===== config.mk =====
export PLATFORM = sky130hd
export DESIGN_NAME = short_branch_squash
export DESIGN_NICKNAME = d
export VERILOG_FILES = /design/src/rtl/ssq_pkg.sv /design/src/rtl/ssq_pair_detect.sv /design/src/rtl/ssq_pipe.sv /design/src/rtl/ssq_commit_gate.sv /design/src/rtl/short_branch_squash.sv
export SDC_FILE = /design/constraint.sdc
export NUM_CORES = 1
export LEC_CHECK = 0
export ABC_CLOCK_PERIOD_IN_PS = 1600
export CORE_MARGIN = 5
export CORE_UTILIZATION = 40
export CTS_CLUSTER_SIZE = 40
export DETAILED_ROUTE_END_ITERATION = 10
export GPL_ROUTABILITY_DRIVEN = 0
export PLACE_DENSITY = 0.72
export SETUP_SLACK_MARGIN = 0.1
export SYNTH_ARGS = -nofsm -noshare
export SYNTH_HDL_FRONTEND = slang
export SYNTH_SLANG_ARGS = --single-unit

===== constraint.sdc =====
create_clock -name clk -period 1.6 [get_ports clk]
set_input_delay 0.32 -clock clk [delete_from_list [all_inputs] [get_ports clk]]
set_output_delay 0.32 -clock clk [all_outputs]
set_load 0.02 [all_outputs]

===== src/rtl/ssq_pkg.sv =====
package ssq_pkg;
    parameter int OFF_W      = 13;
    localparam int BYTES_FULL = 4;
    localparam int BYTES_HALF = 2;

    typedef struct packed {
        logic             vld;
        logic             is_br;
        logic             is_c;
        logic [OFF_W-1:0] off;
        logic             wr;
        logic             st;
        logic             fault;
    } insn_t;

    typedef struct packed {
        logic vld;
        logic wr;
        logic st;
        logic fault;
    } slot_t;

    typedef struct packed {
        slot_t l0;
        slot_t l1;
        logic  paired;
    } stage_t;

    function automatic logic [OFF_W-1:0] insn_bytes(input logic is_c);
        return is_c ? OFF_W'(BYTES_HALF) : OFF_W'(BYTES_FULL);
    endfunction

    function automatic slot_t to_slot(input insn_t i);
        slot_t s;
        s.vld   = i.vld;
        s.wr    = i.wr;
        s.st    = i.st;
        s.fault = i.fault;
        return s;
    endfunction
endpackage


===== src/rtl/ssq_pair_detect.sv =====
module ssq_pair_detect
    import ssq_pkg::*;
(
    input  insn_t a,
    input  insn_t b,
    output logic  paired
);
    logic [OFF_W-1:0] span;
    always_comb begin
        span   = insn_bytes(a.is_c) + insn_bytes(b.is_c);
        paired = a.vld && a.is_br && b.vld && !b.is_br && (a.off == span);
    end
endmodule


===== src/rtl/ssq_pipe.sv =====
module ssq_pipe
    import ssq_pkg::*;
#(
    parameter int DEPTH = 3
) (
    input  logic   clk,
    input  logic   rst,
    input  logic   stall,
    input  logic   flush,
    input  stage_t in_stage,
    output stage_t fin
);
    localparam int LAST = DEPTH - 1;
    stage_t q [DEPTH];

    always_ff @(posedge clk) begin
        if (rst || flush) begin
            for (int s = 0; s < DEPTH; s++) q[s] <= '0;
        end else if (!stall) begin
            q[0] <= in_stage;
            for (int s = 1; s < DEPTH; s++) q[s] <= q[s-1];
        end
    end

    assign fin = q[LAST];

    // a stall without flush freezes the final stage
    a_r7_stall_hold: assert property (@(posedge clk) disable iff (rst)
        (stall && !flush) |=> $stable(fin));
    // a flush leaves the final stage empty
    a_r8_flush_empty: assert property (@(posedge clk) disable iff (rst)
        flush |=> (!fin.l0.vld && !fin.l1.vld && !fin.paired));
endmodule


===== src/rtl/ssq_commit_gate.sv =====
module ssq_commit_gate
    import ssq_pkg::*;
(
    input  stage_t fin,
    input  logic   stall,
    input  logic   flush,
    input  logic   br_taken,
    output logic   l0_wb_en,
    output logic   l0_st_en,
    output logic   l0_exc,
    output logic   l1_wb_en,
    output logic   l1_st_en,
    output logic   l1_exc,
    output logic   l1_cancel
);
    logic go, kill1;
    always_comb begin
        go        = !stall && !flush;
        kill1     = fin.paired && br_taken;
        l0_wb_en  = go && fin.l0.vld && fin.l0.wr;
        l0_st_en  = go && fin.l0.vld && fin.l0.st;
        l0_exc    = go && fin.l0.vld && fin.l0.fault;
        l1_wb_en  = go && fin.l1.vld && fin.l1.wr    && !kill1;
        l1_st_en  = go && fin.l1.vld && fin.l1.st    && !kill1;
        l1_exc    = go && fin.l1.vld && fin.l1.fault && !kill1;
        l1_cancel = go && fin.l1.vld && kill1;
    end
endmodule


===== src/rtl/short_branch_squash.sv =====
module short_branch_squash
    import ssq_pkg::*;
#(
    parameter int DEPTH = 3
) (
    input  logic             clk,
    input  logic             rst,
    input  logic             stall,
    input  logic             flush,
    input  logic             a_vld,
    input  logic             a_is_br,
    input  logic             a_is_c,
    input  logic [OFF_W-1:0] a_off,
    input  logic             a_wr,
    input  logic             a_st,
    input  logic             a_fault,
    input  logic             b_vld,
    input  logic             b_is_br,
    input  logic             b_is_c,
    input  logic [OFF_W-1:0] b_off,
    input  logic             b_wr,
    input  logic             b_st,
    input  logic             b_fault,
    input  logic             br_taken,
    output logic             l0_wb_en,
    output logic             l0_st_en,
    output logic             l0_exc,
    output logic             l1_wb_en,
    output logic             l1_st_en,
    output logic             l1_exc,
    output logic             l1_cancel
);
    insn_t  ia, ib;
    logic   paired;
    stage_t in_stage, fin;

    always_comb begin
        ia = '{vld: a_vld, is_br: a_is_br, is_c: a_is_c, off: a_off,
               wr: a_wr, st: a_st, fault: a_fault};
        ib = '{vld: b_vld, is_br: b_is_br, is_c: b_is_c, off: b_off,
               wr: b_wr, st: b_st, fault: b_fault};
        in_stage.l0     = to_slot(ia);
        in_stage.l1     = to_slot(ib);
        in_stage.paired = paired;
    end

    ssq_pair_detect u_detect (.a(ia), .b(ib), .paired(paired));

    ssq_pipe #(.DEPTH(DEPTH)) u_pipe (
        .clk(clk), .rst(rst), .stall(stall), .flush(flush),
        .in_stage(in_stage), .fin(fin)
    );

    ssq_commit_gate u_gate (
        .fin(fin), .stall(stall), .flush(flush), .br_taken(br_taken),
        .l0_wb_en(l0_wb_en), .l0_st_en(l0_st_en), .l0_exc(l0_exc),
        .l1_wb_en(l1_wb_en), .l1_st_en(l1_st_en), .l1_exc(l1_exc),
        .l1_cancel(l1_cancel)
    );

    // a cancelled lane 1 shows no effect
    a_r4_cancel_quiet: assert property (@(posedge clk) disable iff (rst)
        l1_cancel |-> (!l1_wb_en && !l1_st_en && !l1_exc));
    // nothing commits during a stall
    a_r7_stall_quiet: assert property (@(posedge clk) disable iff (rst)
        stall |-> !(l0_wb_en || l0_st_en || l0_exc || l1_wb_en || l1_st_en || l1_exc || l1_cancel));
    // nothing commits during a flush
    a_r8_flush_quiet: assert property (@(posedge clk) disable iff (rst)
        flush |-> !(l0_wb_en || l0_st_en || l0_exc || l1_wb_en || l1_st_en || l1_exc || l1_cancel));
    // cancellation needs a taken outcome
    a_r2_cancel_needs_taken: assert property (@(posedge clk) disable iff (rst)
        l1_cancel |-> br_taken);
endmodule


==> impl_results.md, run 1 <==
* PD cells at 733 mW/mm^2
* Distinct cells, synth at 17
* Reg-to-reg slack, setup at roughly 0.84 ns
* CTS H-tree depth at 1
* Final WS setup at 0.0138 ns
* Hold Fails Final Rpt at 0
* I/O pin total at 50
* Final period utilization at 0.991
* Layout cells sized above 1 at 0.240
* Reg2Reg Depth at 1
* Mapped Area at 0.00118 sq mm
* Min-delay src: u_pipe.q[0][10]
* WP data arrival at around 1.3 ns
* Worst Clk Skew at around 0.00083 ns
* Drt drc at 0
* Worst setup EP type: output port
* CTS tree: yes
* Post-synth ARST share at 0
* DP Wirelength at 1520 um
* Max-cap violations at 0
* Max reg flops at 27
* Setup crit start kind: flop
* Cts hold-fix bufs at 0
* Worst path slowest cell: edfxtp_1
* Biggest register: u_pipe.q
* Fin. max-slew vios at 0
* Reg-to-Reg Start: u_pipe.q[0][0]
* Pre-CTS setup slack at -0.517 ns
* Largest registers: u_pipe.q x27
* DRT Pass-1 Iters at 2
* F_max at roughly 630 MHz
* R2R Path End: u_pipe.q[0][9]
* Port bufs at 36
* CP max stage delay at roughly 0.41 ns
* DRT iter0 DRCs at 3
* Tmin final at 1.59 ns
* Routed len/inst at 12.1 um
* Final nets at between 150 and 200
* Row count at 19
* Rel. slew slack at 0.848
* Syn_area_per_cell at 14.4 sq um
* Critical path, cell by cell: nand2_1, and3_4, and2_4, buf_6
* Core Footprint at 0.00281 sq mm
* Worst vdd ir at 0.401 mV
* Clk slew on worst S/H paths at 0.14 ns
* Commonest non-fill, non-tap cell in the layout: edfxtp_1
* Initial antenna violation count at 0
* Syn Nets at 127
* Antenna fix cells at 0
* Crit Path Class: flop to output port
* Total power at 1.24 mW
* Status: finished clean
* Critical Path RT at 1.28 ns
* Worst-margin pin slew at around 0.23 ns
* Die width at 64.4 um
* Fill cells at 250
* Root buf cell: clkbuf_4
* Yosys warns at 0
* Main flop type after synthesis: edfxtp_1
* RSZ-0062 raised after global routing: yes
* # setup viols final at 0
* Chip height at roughly 64 um
* Hold WC Path Type: flop to flop
* Multi-input logic area at 378 sq um
* Largest net degree at the start of global routing at 28
* Via/cell ratio at 4.87
* Synth Register Bits at 27
* Worst hold endpoint: u_pipe.q[0][19]
* GRT busiest layer: met2
* Sequential share of the synthesized area at 0.685
* Overflow left after global routing at 0
* Met3 Usage GRT at 0.0350
* Clk sinks at 27
* Most frequent cells in the layout: edfxtp_1 (27), and2_1 (26), clkdlybuf4s50_1 (26), buf_4 (9), buf_6 (4)
* Setup_tns at 0 ns
* Clk buf depth at 2
* Clock buffer count from CTS at 3
* Routed vias at 779
* GRT Util Overall at 0.103
* Initial cell density of the core at 0.422
* Area delta synth->final at 42.9%
* Leak pwr at between 0.7 and 0.8 nW
* Post-synth EDFFs at 27
* Cells on Worst Hold Path at 1
* Sequential cell area at 811 sq um
* Worst skew pair latency at around 0.32 ns
* First-pass GRT wire length at 3220 um
* Detail Route Antenna Nets at 0
* M1 GR Usage at 0.0996
* Synth Instances at 82
* DIE AREA at 0.00415 sq mm
* Vias in the first global route at between 700 and 800
* Routed wire length at 1930 um
* Crit Path Max Fanout at 3
* Met2 Use GR at 0.186
[power breakdown]
group          switching (mW)  leakage [nW]  internal, mW
logic                  0.0468         0.372        0.0927
clock network           0.191        0.0177        0.0937
registers             0.00764         0.313         0.809
[how the worst max path moves through the flow]
stage                     endpoint            start  slack, ns
detailed placement        l1_st_en            flush      -0.52
finish                      l1_exc  u_pipe.q[0][18]       0.01
global route                l1_exc  u_pipe.q[0][18]      -0.04
CTS                       l1_st_en  u_pipe.q[0][18]      0.002
global placement          l1_st_en            flush      -0.49
floorplan           u_pipe.q[0][0]            flush       0.25
[critical path, delay by kind of cell (launching register included)]
family,cells,cell delay (ns)
flip-flops,1,0.41
buffers and inverters,1,0.11
AND/OR/NAND/NOR,3,0.44
[routing by layer]
metal,wire [um],vias up
met4,37,0
met1,665,357
met5,0,-
met2,1020,38
met3,207,4
li1,-,380
[final cells by class]
cell class | count | area share
clock buffers | 3 | 0.0133
inverters | 2 | 0.00444
well taps | 31 | 0.0229
flip-flops and latches | 27 | 0.479
repair buffers | 45 | 0.254
multi-input cells | 51 | 0.223
clock inverters | 1 | 0.00296
[through the flow]
step | hold slack, ns | area (sq um) | cells | util
floorplan | 0.497 | 1180 | 82 | -
global placement | 0.499 | 1650 | 156 | 0.589
detailed placement | 0.503 | 1650 | 156 | 0.589
CTS | 0.536 | 1680 | 160 | 0.598
global route | 0.548 | 1690 | 160 | 0.603
finish | 0.531 | 1690 | 160 | 0.603
[cells in the mapped netlist, drive strengths merged, types with 2 or more instances]
cell type  instances  share of area
nand2              2         0.0063
clkbuf             2         0.0085
nor2               3         0.0095
inv                2         0.0063
nor4               2          0.021
nor3               2          0.018
xnor2              2          0.015
ha                 2          0.021
and2              29           0.15
and3               4          0.021
edfxtp            27           0.68
[kinds of logic after synthesis]
family	share of synthesized area
XOR/XNOR	0.0222
AND/OR/NAND/NOR	0.257
adder cells (fa/ha/maj)	0.0211
flip-flops	0.685
buffers and inverters	0.0148
[what timing repair did]
action                                  4_1_cts  5_1_grt
resized for setup                            43        4
pin swaps                                     6        0
endpoints found under the setup margin       34        7
setup buffers                                 0        0
hold endpoints to repair                      0        0
(Power assumes the default switching activity.)
==> inputs of run 2 (changes only) <==
--- a/config.mk
+++ b/config.mk
@@ -13,6 +13,7 @@
 export GPL_ROUTABILITY_DRIVEN = 0
 export PLACE_DENSITY = 0.72
 export SETUP_SLACK_MARGIN = 0.1
+export SLEW_MARGIN = 15
 export SYNTH_ARGS = -nofsm -noshare
 export SYNTH_HDL_FRONTEND = slang
 export SYNTH_SLANG_ARGS = --single-unit
==> constraint.sdc (replaced) <==
create_clock -name clk -period 1.6 [get_ports clk]
set_input_delay 0.32 -clock clk [delete_from_list [all_inputs] [get_ports clk]]
set_output_delay 0.32 -clock clk [all_outputs]
set_load 0.01 [all_outputs]
==> run 2 against run 1 <==
Net effect: maximum frequency up 0.90%; power decreased by 0.22%; via count fell by 0.64%.
==> impl_results.md, run 2 (synthesized netlist as in run 1, its figures left out) <==
* Status: finished clean (unchanged)
* Worst Clk Skew at 0.000835 ns (unchanged)
* Largest net degree at the start of global routing at 28 (unchanged)
* Initial cell density of the core at 0.422 (unchanged)
* Setup crit start kind: flop (unchanged)
* Final period utilization at 0.983 (was 0.991)
* Biggest register: u_pipe.q (unchanged)
* Cts hold-fix bufs at 0 (unchanged)
* Routed wire length at 1930 um (about the same)
* Hold WC Path Type: flop to flop (unchanged)
* First-pass GRT wire length at 3200 um (was 3220 um)
* DP Cell Count at 156 (unchanged)
* Fin. max-slew vios at 0 (unchanged)
* Root buf cell: clkbuf_4 (unchanged)
* Clk buf depth at 2 (unchanged)
* Most frequent cells in the layout: and2_1 (29), edfxtp_1 (27), clkdlybuf4s50_1 (26), buf_4 (8), buf_2 (7) (was edfxtp_1 (27), and2_1 (26), clkdlybuf4s50_1 (26), buf_4 (9), buf_6 (4))
* Clock buffer count from CTS at 3 (unchanged)
* WP data arrival at 1.25 ns (was 1.27 ns)
* Fill cells at 251 (was 250)
* Tmin final at 1.57 ns (was 1.59 ns)
* Worst vdd ir at 0.400 mV (was 0.401 mV)
* I/O pin total at 50 (unchanged)
* Critical Path RT at 1.28 ns (about the same)
* Sw frac at 0.197 (was 0.198)
* DP Wirelength at 1520 um (unchanged)
* Crit Path Max Fanout at 3 (unchanged)
* Routed vias at 774 (was 779)
* Crit Path Class: flop to output port (unchanged)
* Post-DP Area at 0.00165 sq mm (unchanged)
* Worst-margin pin slew at 0.228 ns (about the same)
* Final WS setup at 0.0279 ns (was 0.0138 ns)
* Clk slew on worst S/H paths at 0.14 ns (about the same)
* Commonest non-fill, non-tap cell in the layout: and2_1 (was edfxtp_1)
* Final Instance Area at 0.00165 sq mm (was 0.00169 sq mm)
* Hold WS at 0.531 ns (unchanged)
* CTS tree: yes (unchanged)
* F_max at 636 MHz (was 630 MHz)
* Worst skew pair latency at 0.32 ns (about the same)
* Comb pwr share at 0.111 (was 0.112)
* RSZ-0062 raised after global routing: yes (unchanged)
* Layout cells sized above 1 at 0.209 (was 0.240)
* Via/cell ratio at 4.84 (was 4.87)
* CTS H-tree depth at 1 (unchanged)
* PD cells at 751 mW/mm^2 (was 733 mW/mm^2)
* Rel. slew slack at 0.848 (unchanged)
* Fin cells at 160 (unchanged)
* Drt drc at 0 (unchanged)
* Max-cap violations at 0 (unchanged)
* Detail Route Antenna Nets at 0 (unchanged)
* Routed len/inst at 12.0 um (was 12.1 um)
* GRT Util Overall at 0.102 (was 0.103)
* Area delta synth->final at 39.3% (was 42.9%)
* Util after Layout at 0.588 (was 0.603)
* Setup_tns at 0 ns (unchanged)
* DRT iter0 DRCs at 7 (was 3)
* Core Footprint at 0.00281 sq mm (unchanged)
* DRT Pass-1 Iters at 2 (unchanged)
* Final nets at 175 (unchanged)
* Largest registers: u_pipe.q x27 (unchanged)
* Seq pwr share at 0.660 (was 0.658)
* DIE AREA at 0.00415 sq mm (unchanged)
* Max reg flops at 27 (unchanged)
* Cell Int Power at 994 uW (was 995 uW)
* Clock power frac at 0.230 (was 0.229)
* Sequential cell area at 811 sq um (unchanged)
* Port bufs at 36 (unchanged)
* Multi-input logic area at 363 sq um (was 378 sq um)
* Worst setup EP type: output port (unchanged)
* Overflow left after global routing at 0 (unchanged)
* Die width at 64.4 um (unchanged)
* Chip height at 64.4 um (unchanged)
* Leak pwr at 0.696 nW (was 0.702 nW)
* Initial antenna violation count at 0 (unchanged)
* Row count at 19 (unchanged)
* Hold Fails Final Rpt at 0 (unchanged)
* Clk sinks at 27 (unchanged)
* # setup viols final at 0 (unchanged)
* NetSw at 243 uW (was 245 uW)
* Antenna fix cells at 0 (unchanged)
* Post-CTS Setup Bufs at 0 (unchanged)
* Pre-CTS setup slack at -0.450 ns (was -0.517 ns)
* Total power at 1.24 mW (about the same)
* Vias in the first global route at 781 (was 791)
[run 2: cell counts in the layout (fill, tap and decap cells not counted)]
Identical to the previous run, type by type.
[run 2: cell type report]
| type | count | share of cell area |
|---|---|---|
| inverters | 2 | 0.00455 |
| clock buffers | 3 | 0.0137 |
| flip-flops and latches | 27 | 0.492 |
| clock inverters | 1 | 0.00303 |
| repair buffers | 45 | 0.244 |
| multi-input cells | 51 | 0.220 |
| well taps | 31 | 0.0235 |
[run 2: final timing paths]
check / start / end / slack, ns / cells after the start
min reg2reg: u_pipe.q[0][10] / u_pipe.q[0][19] / 0.53 / 1
max reg2reg: u_pipe.q[0][0] / u_pipe.q[0][9] / 0.84 / 1
max: u_pipe.q[0][18] / l1_st_en / 0.03 / 4
min: u_pipe.q[0][10] / u_pipe.q[0][19] / 0.53 / 1
[run 2: power groups by stage]
| stage | combinational (mW) | clock (mW) | sequential, mW |
|---|---|---|---|
| floorplan | 0.0409 | 0 | 0.830 |
| global placement | 0.137 | 0 | 0.831 |
| detailed placement | 0.142 | 0 | 0.833 |
| CTS | 0.140 | 0.297 | 0.817 |
| global route | 0.150 | 0.316 | 0.820 |
| finish | 0.137 | 0.284 | 0.816 |
[run 2: timing repair]
| action | 4_1_cts | 5_1_grt |
|---|---|---|
| endpoints found under the setup margin | 34 | 4 |
| hold endpoints to repair | 0 | 0 |
| pin swaps | 6 | 0 |
| gates resized for setup | 32 | 1 |
[run 2: critical path, cell delays in order, from the launching register on]
cell      delay [ns]
edfxtp_1        0.41
nand2_1         0.10
and3_4          0.19
and2_1          0.11
buf_2           0.13
[run 2: per-layer routing]
| layer | global-route usage | part of all wire |
|---|---|---|
| met1 | 0.0996 | 0.34 |
| met2 | 0.179 | 0.52 |
| met3 | 0.0403 | 0.12 |
| met4 | 0.0633 | 0.019 |
| met5 | 0 | 0 |
